`config.mk`:
```
export PLATFORM = sky130hd
export DESIGN_NAME = wdt_keyed
export DESIGN_NICKNAME = d
export VERILOG_FILES = /design/src/rtl/wdt_keyed_pkg.sv /design/src/rtl/wdt_key_seq.sv /design/src/rtl/wdt_prescale.sv /design/src/rtl/wdt_count.sv /design/src/rtl/wdt_keyed.sv
export SDC_FILE = /design/constraint.sdc
export NUM_CORES = 1
export LEC_CHECK = 0
export ABC_AREA = 1
export BUFFER_PORTS_ARGS = -buffer_cell sky130_fd_sc_hd__clkbuf_2
export CAP_MARGIN = 10
export CORE_MARGIN = 5
export CORE_UTILIZATION = 45
export DETAILED_ROUTE_END_ITERATION = 12
export PLACE_DENSITY = 0.66
export SYNTH_ARGS = -nofsm -noshare
export SYNTH_HDL_FRONTEND = slang
export SYNTH_HIERARCHICAL = 1
export SYNTH_SLANG_ARGS = --single-unit
export TNS_END_PERCENT = 20
```
`constraint.sdc`:
```
create_clock -name clk -period 5.42 [get_ports clk]
set_input_delay 1.084 -clock clk [delete_from_list [all_inputs] [get_ports clk]]
set_output_delay 1.084 -clock clk [all_outputs]
set_load 0.05 [all_outputs]
```
`src/rtl/wdt_keyed_pkg.sv`:
```
package wdt_keyed_pkg;

    localparam int WORD_W = 32;
    localparam int HALF_W = 16;

    typedef enum logic [2:0] {
        REG_CTRL  = 3'd0,
        REG_COUNT = 3'd1,
        REG_LOAD  = 3'd2,
        REG_TRIG  = 3'd3,
        REG_KEY   = 3'd4
    } reg_sel_e;

    typedef enum logic [1:0] {
        KEY_IDLE       = 2'd0,
        KEY_HALF_STOP  = 2'd1,
        KEY_HALF_START = 2'd2
    } key_state_e;

    localparam logic [HALF_W-1:0] STOP_KEY_A  = 16'hAAAA;
    localparam logic [HALF_W-1:0] STOP_KEY_B  = 16'h5555;
    localparam logic [HALF_W-1:0] START_KEY_A = 16'hBBBB;
    localparam logic [HALF_W-1:0] START_KEY_B = 16'h4444;

    // Combine a full or half-word write with the current register contents.
    function automatic logic [WORD_W-1:0] merge_write(
        input logic [WORD_W-1:0] old_val,
        input logic [WORD_W-1:0] wdata,
        input logic              wide,
        input logic              upper
    );
        if (wide)       return wdata;
        else if (upper) return {wdata[HALF_W-1:0], old_val[HALF_W-1:0]};
        else            return {old_val[WORD_W-1:HALF_W], wdata[HALF_W-1:0]};
    endfunction

endpackage

```
`src/rtl/wdt_key_seq.sv`:
```
module wdt_key_seq
    import wdt_keyed_pkg::*;
(
    input  logic              clk,
    input  logic              rst_n,
    input  logic              wr,
    input  logic              low_ok,
    input  logic [HALF_W-1:0] val,
    output logic              run
);

    key_state_e state_q, state_d;
    logic       run_d;

    always_ff @(posedge clk) begin
        if (!rst_n) begin
            state_q <= KEY_IDLE;
            run     <= 1'b0;
        end else begin
            state_q <= state_d;
            run     <= run_d;
        end
    end

    always_comb begin
        state_d = state_q;
        run_d   = run;
        if (wr) begin
            state_d = KEY_IDLE;
            if (low_ok) begin
                unique case (state_q)
                    KEY_IDLE:       ;
                    KEY_HALF_STOP:  if (val == STOP_KEY_B)  run_d = 1'b0;
                    KEY_HALF_START: if (val == START_KEY_B) run_d = 1'b1;
                    default:        ;
                endcase
                if (val == STOP_KEY_A)       state_d = KEY_HALF_STOP;
                else if (val == START_KEY_A) state_d = KEY_HALF_START;
            end
        end
    end

endmodule

```
`src/rtl/wdt_prescale.sv`:
```
module wdt_prescale #(
    parameter int PTV_W = 3
) (
    input  logic             clk,
    input  logic             rst_n,
    input  logic             run,
    input  logic             apply,
    input  logic             new_en,
    input  logic [PTV_W-1:0] new_ptv,
    output logic             tick
);

    localparam int DIV_W = (1 << PTV_W) - 1;

    logic             act_en;
    logic [PTV_W-1:0] act_ptv;
    logic [DIV_W-1:0] div_q;
    logic [DIV_W-1:0] div_mask;
    logic             div_end;

    assign div_mask = (DIV_W'(1) << act_ptv) - DIV_W'(1);
    assign div_end  = (div_q == div_mask);
    assign tick     = run && (!act_en || div_end);

    always_ff @(posedge clk) begin
        if (!rst_n) begin
            act_en  <= 1'b0;
            act_ptv <= '0;
            div_q   <= '0;
        end else if (apply) begin
            act_en  <= new_en;
            act_ptv <= new_ptv;
            div_q   <= '0;
        end else if (run && act_en) begin
            div_q <= div_end ? '0 : div_q + DIV_W'(1);
        end
    end

endmodule

```
`src/rtl/wdt_count.sv`:
```
module wdt_count #(
    parameter int CNT_W = 32
) (
    input  logic             clk,
    input  logic             rst_n,
    input  logic             run,
    input  logic             tick,
    input  logic             trig,
    input  logic [CNT_W-1:0] load_val,
    input  logic             cwr,
    input  logic [CNT_W-1:0] cwr_val,
    output logic [CNT_W-1:0] count,
    output logic             ovf_evt,
    output logic             pulse_o
);

    assign ovf_evt = run && tick && !trig && (count == {CNT_W{1'b1}});

    always_ff @(posedge clk) begin
        if (!rst_n) begin
            count   <= '0;
            pulse_o <= 1'b0;
        end else begin
            pulse_o <= 1'b0;
            if (trig) begin
                count <= load_val;
            end else if (ovf_evt) begin
                count   <= load_val;
                pulse_o <= 1'b1;
            end else if (run && tick) begin
                count <= count + CNT_W'(1);
            end else if (!run && cwr) begin
                count <= cwr_val;
            end
        end
    end

endmodule

```
`src/rtl/wdt_keyed.sv`:
```
module wdt_keyed
    import wdt_keyed_pkg::*;
#(
    parameter int PTV_W = 3
) (
    input  logic              clk,
    input  logic              rst_n,
    input  logic              bus_sel,
    input  logic              bus_we,
    input  logic              bus_wide,
    input  logic              bus_upper,
    input  logic [2:0]        bus_addr,
    input  logic [WORD_W-1:0] bus_wdata,
    output logic [WORD_W-1:0] bus_rdata,
    output logic              wdt_reset_o
);

    localparam int CTL_W = PTV_W + 1;

    reg_sel_e          reg_sel;
    logic              wr;
    logic              run_w;
    logic              tick_w;
    logic              ovf_w;
    logic              trig_apply;
    logic              apply_w;
    logic [CTL_W-1:0]  ctrl_q;
    logic [WORD_W-1:0] load_q;
    logic [WORD_W-1:0] count_w;
    logic [WORD_W-1:0] ctrl_merged;
    logic [WORD_W-1:0] word_rd;

    assign reg_sel     = reg_sel_e'(bus_addr);
    assign wr          = bus_sel && bus_we;
    assign trig_apply  = wr && (reg_sel == REG_TRIG) && run_w;
    assign apply_w     = trig_apply || ovf_w;
    assign ctrl_merged = merge_write(WORD_W'(ctrl_q), bus_wdata, bus_wide, bus_upper);

    // Configuration registers: writable only while stopped.
    always_ff @(posedge clk) begin
        if (!rst_n) begin
            ctrl_q <= '0;
            load_q <= '0;
        end else if (wr && !run_w) begin
            if (reg_sel == REG_CTRL) ctrl_q <= ctrl_merged[CTL_W-1:0];
            if (reg_sel == REG_LOAD) load_q <= merge_write(load_q, bus_wdata, bus_wide, bus_upper);
        end
    end

    wdt_key_seq u_key (
        .clk    (clk),
        .rst_n  (rst_n),
        .wr     (wr && (reg_sel == REG_KEY)),
        .low_ok (bus_wide || !bus_upper),
        .val    (bus_wdata[HALF_W-1:0]),
        .run    (run_w)
    );

    wdt_prescale #(.PTV_W(PTV_W)) u_pre (
        .clk     (clk),
        .rst_n   (rst_n),
        .run     (run_w),
        .apply   (apply_w),
        .new_en  (ctrl_q[PTV_W]),
        .new_ptv (ctrl_q[PTV_W-1:0]),
        .tick    (tick_w)
    );

    wdt_count #(.CNT_W(WORD_W)) u_cnt (
        .clk      (clk),
        .rst_n    (rst_n),
        .run      (run_w),
        .tick     (tick_w),
        .trig     (trig_apply),
        .load_val (load_q),
        .cwr      (wr && (reg_sel == REG_COUNT)),
        .cwr_val  (merge_write(count_w, bus_wdata, bus_wide, bus_upper)),
        .count    (count_w),
        .ovf_evt  (ovf_w),
        .pulse_o  (wdt_reset_o)
    );

    always_comb begin
        unique case (reg_sel)
            REG_CTRL:  word_rd = WORD_W'(ctrl_q);
            REG_COUNT: word_rd = count_w;
            REG_LOAD:  word_rd = load_q;
            default:   word_rd = '0;
        endcase
        if (bus_wide)       bus_rdata = word_rd;
        else if (bus_upper) bus_rdata = {{HALF_W{1'b0}}, word_rd[WORD_W-1:HALF_W]};
        else                bus_rdata = {{HALF_W{1'b0}}, word_rd[HALF_W-1:0]};
    end

endmodule

```
==> results.toml <==
[clock_network]
clk_latency_ns = 0.35
path_clk_slew_ns = 0.06
clock-sinks = 83
cts-root-buf = "clkbuf_16"
cts_tree = "done"
cts_setup_buffers = 0
htree_levels = 3
cts-resized-gates = 0
postCtsHoldBufs = 0
numCtsBuffers = 9
cts_buffer_depth = 2

[global_routing]
grt_pass1_vias = 7241
grt_use_total_pct = 26.7
gr-total-overflow = 0
grt_first_pass_wirelength_mm = 38.0
grt_start_max_net_pins = 47
antenna_found_initial = 0

[worst_hold_path]
min_to = "load_q[16]$_SDFFE_PN0P_"
holdPathStages = 2
hold_path_class = "flop to flop"
hp-start = "load_q[16]$_SDFFE_PN0P_"

[sta]
slew_headroom_pct = 41.6
setup_viol = 0
rsz0062_at_grt = "false"
layout_setup_ws_ns = 1.41
fin_crit_ns = 4.01
skew_ns = 0.00903
holdWs_ns = 0.508
finalMaxSlewViolations = 0
hold_viol = 0
min_period_over_period_pct = 73.9
tightestPinTransition_ns = 0.875
max_freq_mhz = 250
tns_ns = 0

[route]
drc = 0
route.met2.wl_mm = 9.92
num_vias = 7779
highest_layer = "met4"
wire_per_inst_um = 16.1
drt_wl_total_mm = 23.5
drt-met1-wl_mm = 10.7
route.met3.wl_mm = 2.00
via_per_inst = 5.34
drtIter0Drc = 666
detail_route.first_pass.iterations = 5
detail-route-antenna-nets = 0

[worst_setup_path]
crit_arrival_ns = 2.92
worstReg2RegStart = "u_pre/act_ptv[2]$_SDFFE_PN0P_"
crit_type = "primary input to primary output"
critPathCaptureType = "primary output"
critPathLaunchType = "primary input"
cp.required_ns = 4.34
reg2reg_depth = 15
path_max_fanout = 17
crit_start = "bus_addr[2]"
regToRegSetupSlack_ns = 1.83
timing.rr.end = "u_cnt/count[7]$_SDFFE_PN0P_"

[placed_design]
dp.cells = 1442
pre_cts_ws_ns = 1.47
dpl.hpwl_mm = 17.3
port_buffers = 73
gp_congestion = 0.916

[layout]
stdcell_count = 1458
final_util_pct = 50.7
layout_common_cells = "388 x nand2_1, 264 x nor2_1, 123 x inv_1, 83 x dfxtp_1, 79 x o21ai_0"
diodes = 0
nets = 1314
layout_commonest_cell = "nand2_1"
syn_to_final_growth_pct = 10.4
n_fill_cell = 1667
drive_above_1_share_pct = 10.5

[floorplanning]
core_area_mm2 = 0.0145
io_pins = 74
die_h_um = 132
std_cell_rows = 44
dieArea_mm2 = 0.0174
die_x_um = 132
initial_core_util_pct = 45.9

[power_and_ir_drop]
p_int_w = 0.000992
seqPwrFrac_pct = 44.6
max-vdd-ir-drop_v = 0.000134
powerDensity_mw_per_mm2 = 193
power_frac_comb_pct = 13.4
p_leak_nw = 3.32
p_switching_w = 0.000429
p_sw_share_pct = 30.2
p_clk_share_pct = 42.0

[synthesis]
synth_top_family_by_area = "simple AND/OR/NAND/NOR gates"
yosysWarnings = 6
ys_seq_area_share_pct = 24.9
yosysUniqueCellTypes = 44
synthAdderAreaFrac_pct = 0.750
yosys.area.top_type = "dfxtp_1"
synth_mux_area_share_pct = 0.150
syn_inst = 1225
async_reset_ff_share_pct = 0
synth_compound_area_share_pct = 12.8
syn_area_per_cell_um2 = 5.45
yosysTopAreaCellShare_pct = 24.9
synth_area_leaders = "dfxtp_1 25%, nand2_1 22%, nor2_1 15%"
yosys.area_share.simple_pct = 48.2
ys.flop_type = "dfxtp_1"
synth_edf_count = 0
syn_area_mm2 = 0.00668
syn_nets = 1270
post_synth_xor_area_fraction_pct = 2.10
synth-seq-cells = 83

[flow_run]
drv_cap = 0

[status]
outcome = "finished, final reports clean"
## metrics by stage
stage	power [W]	area [µm²]
3_5_place_dp	0.000834	7090
5_1_grt	0.00149	7370
4_1_cts	0.00143	7370
6_report	0.00142	7370
2_1_floorplan	0.000767	6680
3_3_place_gp	0.000833	7090
## routing by layer
layer / track usage, % / up-vias
li1: - / 3904
met1: 37.6 / 3467
met2: 39.7 / 353
met3: 5.19 / 55
met4: 11.6 / 0
met5: 0 / -
## flip-flops by register name, indices dropped and copies added (netlist names)
signal	cells
u_pre/act_en	1
u_key/state_q	2
load_q	32
u_key/run	1
u_cnt/count	32
ctrl_q	4
u_pre/div_q	7
u_pre/act_ptv	3
u_cnt/pulse_o	1
## final cells by class
cell class,count,area [µm²],share of cell area [%]
multi-input combinational,961,4270,58.0
tap,184,230,3.12
timing repair buffer,82,433,5.87
inverter,132,495,6.72
clock inverter,6,48.8,0.662
clock buffer,10,229,3.11
sequential,83,1660,22.5
## power groups by stage
| stage | Combinational [W] | Clock, W | Sequential, W |
|---|---|---|---|
| after floorplan | 0.000125 | 0 | 0.000642 |
| after global placement | 0.000185 | 0 | 0.000648 |
| after detailed placement | 0.000186 | 0 | 0.000648 |
| after CTS | 0.000187 | 0.000606 | 0.000634 |
| after global routing | 0.000213 | 0.000639 | 0.000635 |
| final | 0.000191 | 0.000597 | 0.000634 |
## cells by family (layout without fill, tap and decap cells)
logic type / Yosys count / in the layout
AND/OR/NAND/NOR: 775 / 775
buffers and inverters: 181 / 230
AO/OA/AOI/OAI: 165 / 165
flip-flops: 83 / 83
XOR/XNOR: 16 / 16
adder cells (fa/ha/maj): 4 / 4
multiplexers: 1 / 1
## cell usage after synthesis, types with 2 or more instances
cell      number
nand2_1      388
nor2_1       264
inv_1        123
dfxtp_1       83
o21ai_0       79
nand3_1       62
a21oi_1       54
clkbuf_1      24
o21ai_1       21
buf_2         14
xor2_1        13
nor3_1        11
nand4_1        9
inv_2          8
nand2_2        6
nand3b_1       6
nor2_4         6
nor2_2         5
o211ai_1       5
buf_4          4
buf_6          4
ha_1           4
nor4_1         4
or2_2          3
xnor2_1        3
buf_1          2
nand2_4        2
nor3_2         2
## how the worst max path moves through the flow
stage                     to  slack (ns)  depth (start not counted)
2_1_floorplan  bus_rdata[24]        1.85                          7
3_3_place_gp    bus_rdata[5]        1.53                          6
3_5_place_dp    bus_rdata[5]        1.47                          7
4_1_cts         bus_rdata[0]        1.47                          7
5_1_grt        bus_rdata[17]        1.26                          7
6_report        bus_rdata[5]        1.41                          7
## worst max-delay path, cell delays in order
cell and delay, ns:
clkbuf_2 0.08, inv_2 0.14, nand3_1 0.55, o21ai_0 0.47, nand2_1 0.20, nand2_1 0.11
clkbuf_2 0.27
No activity file was read; power rests on OpenSTA's default activity.
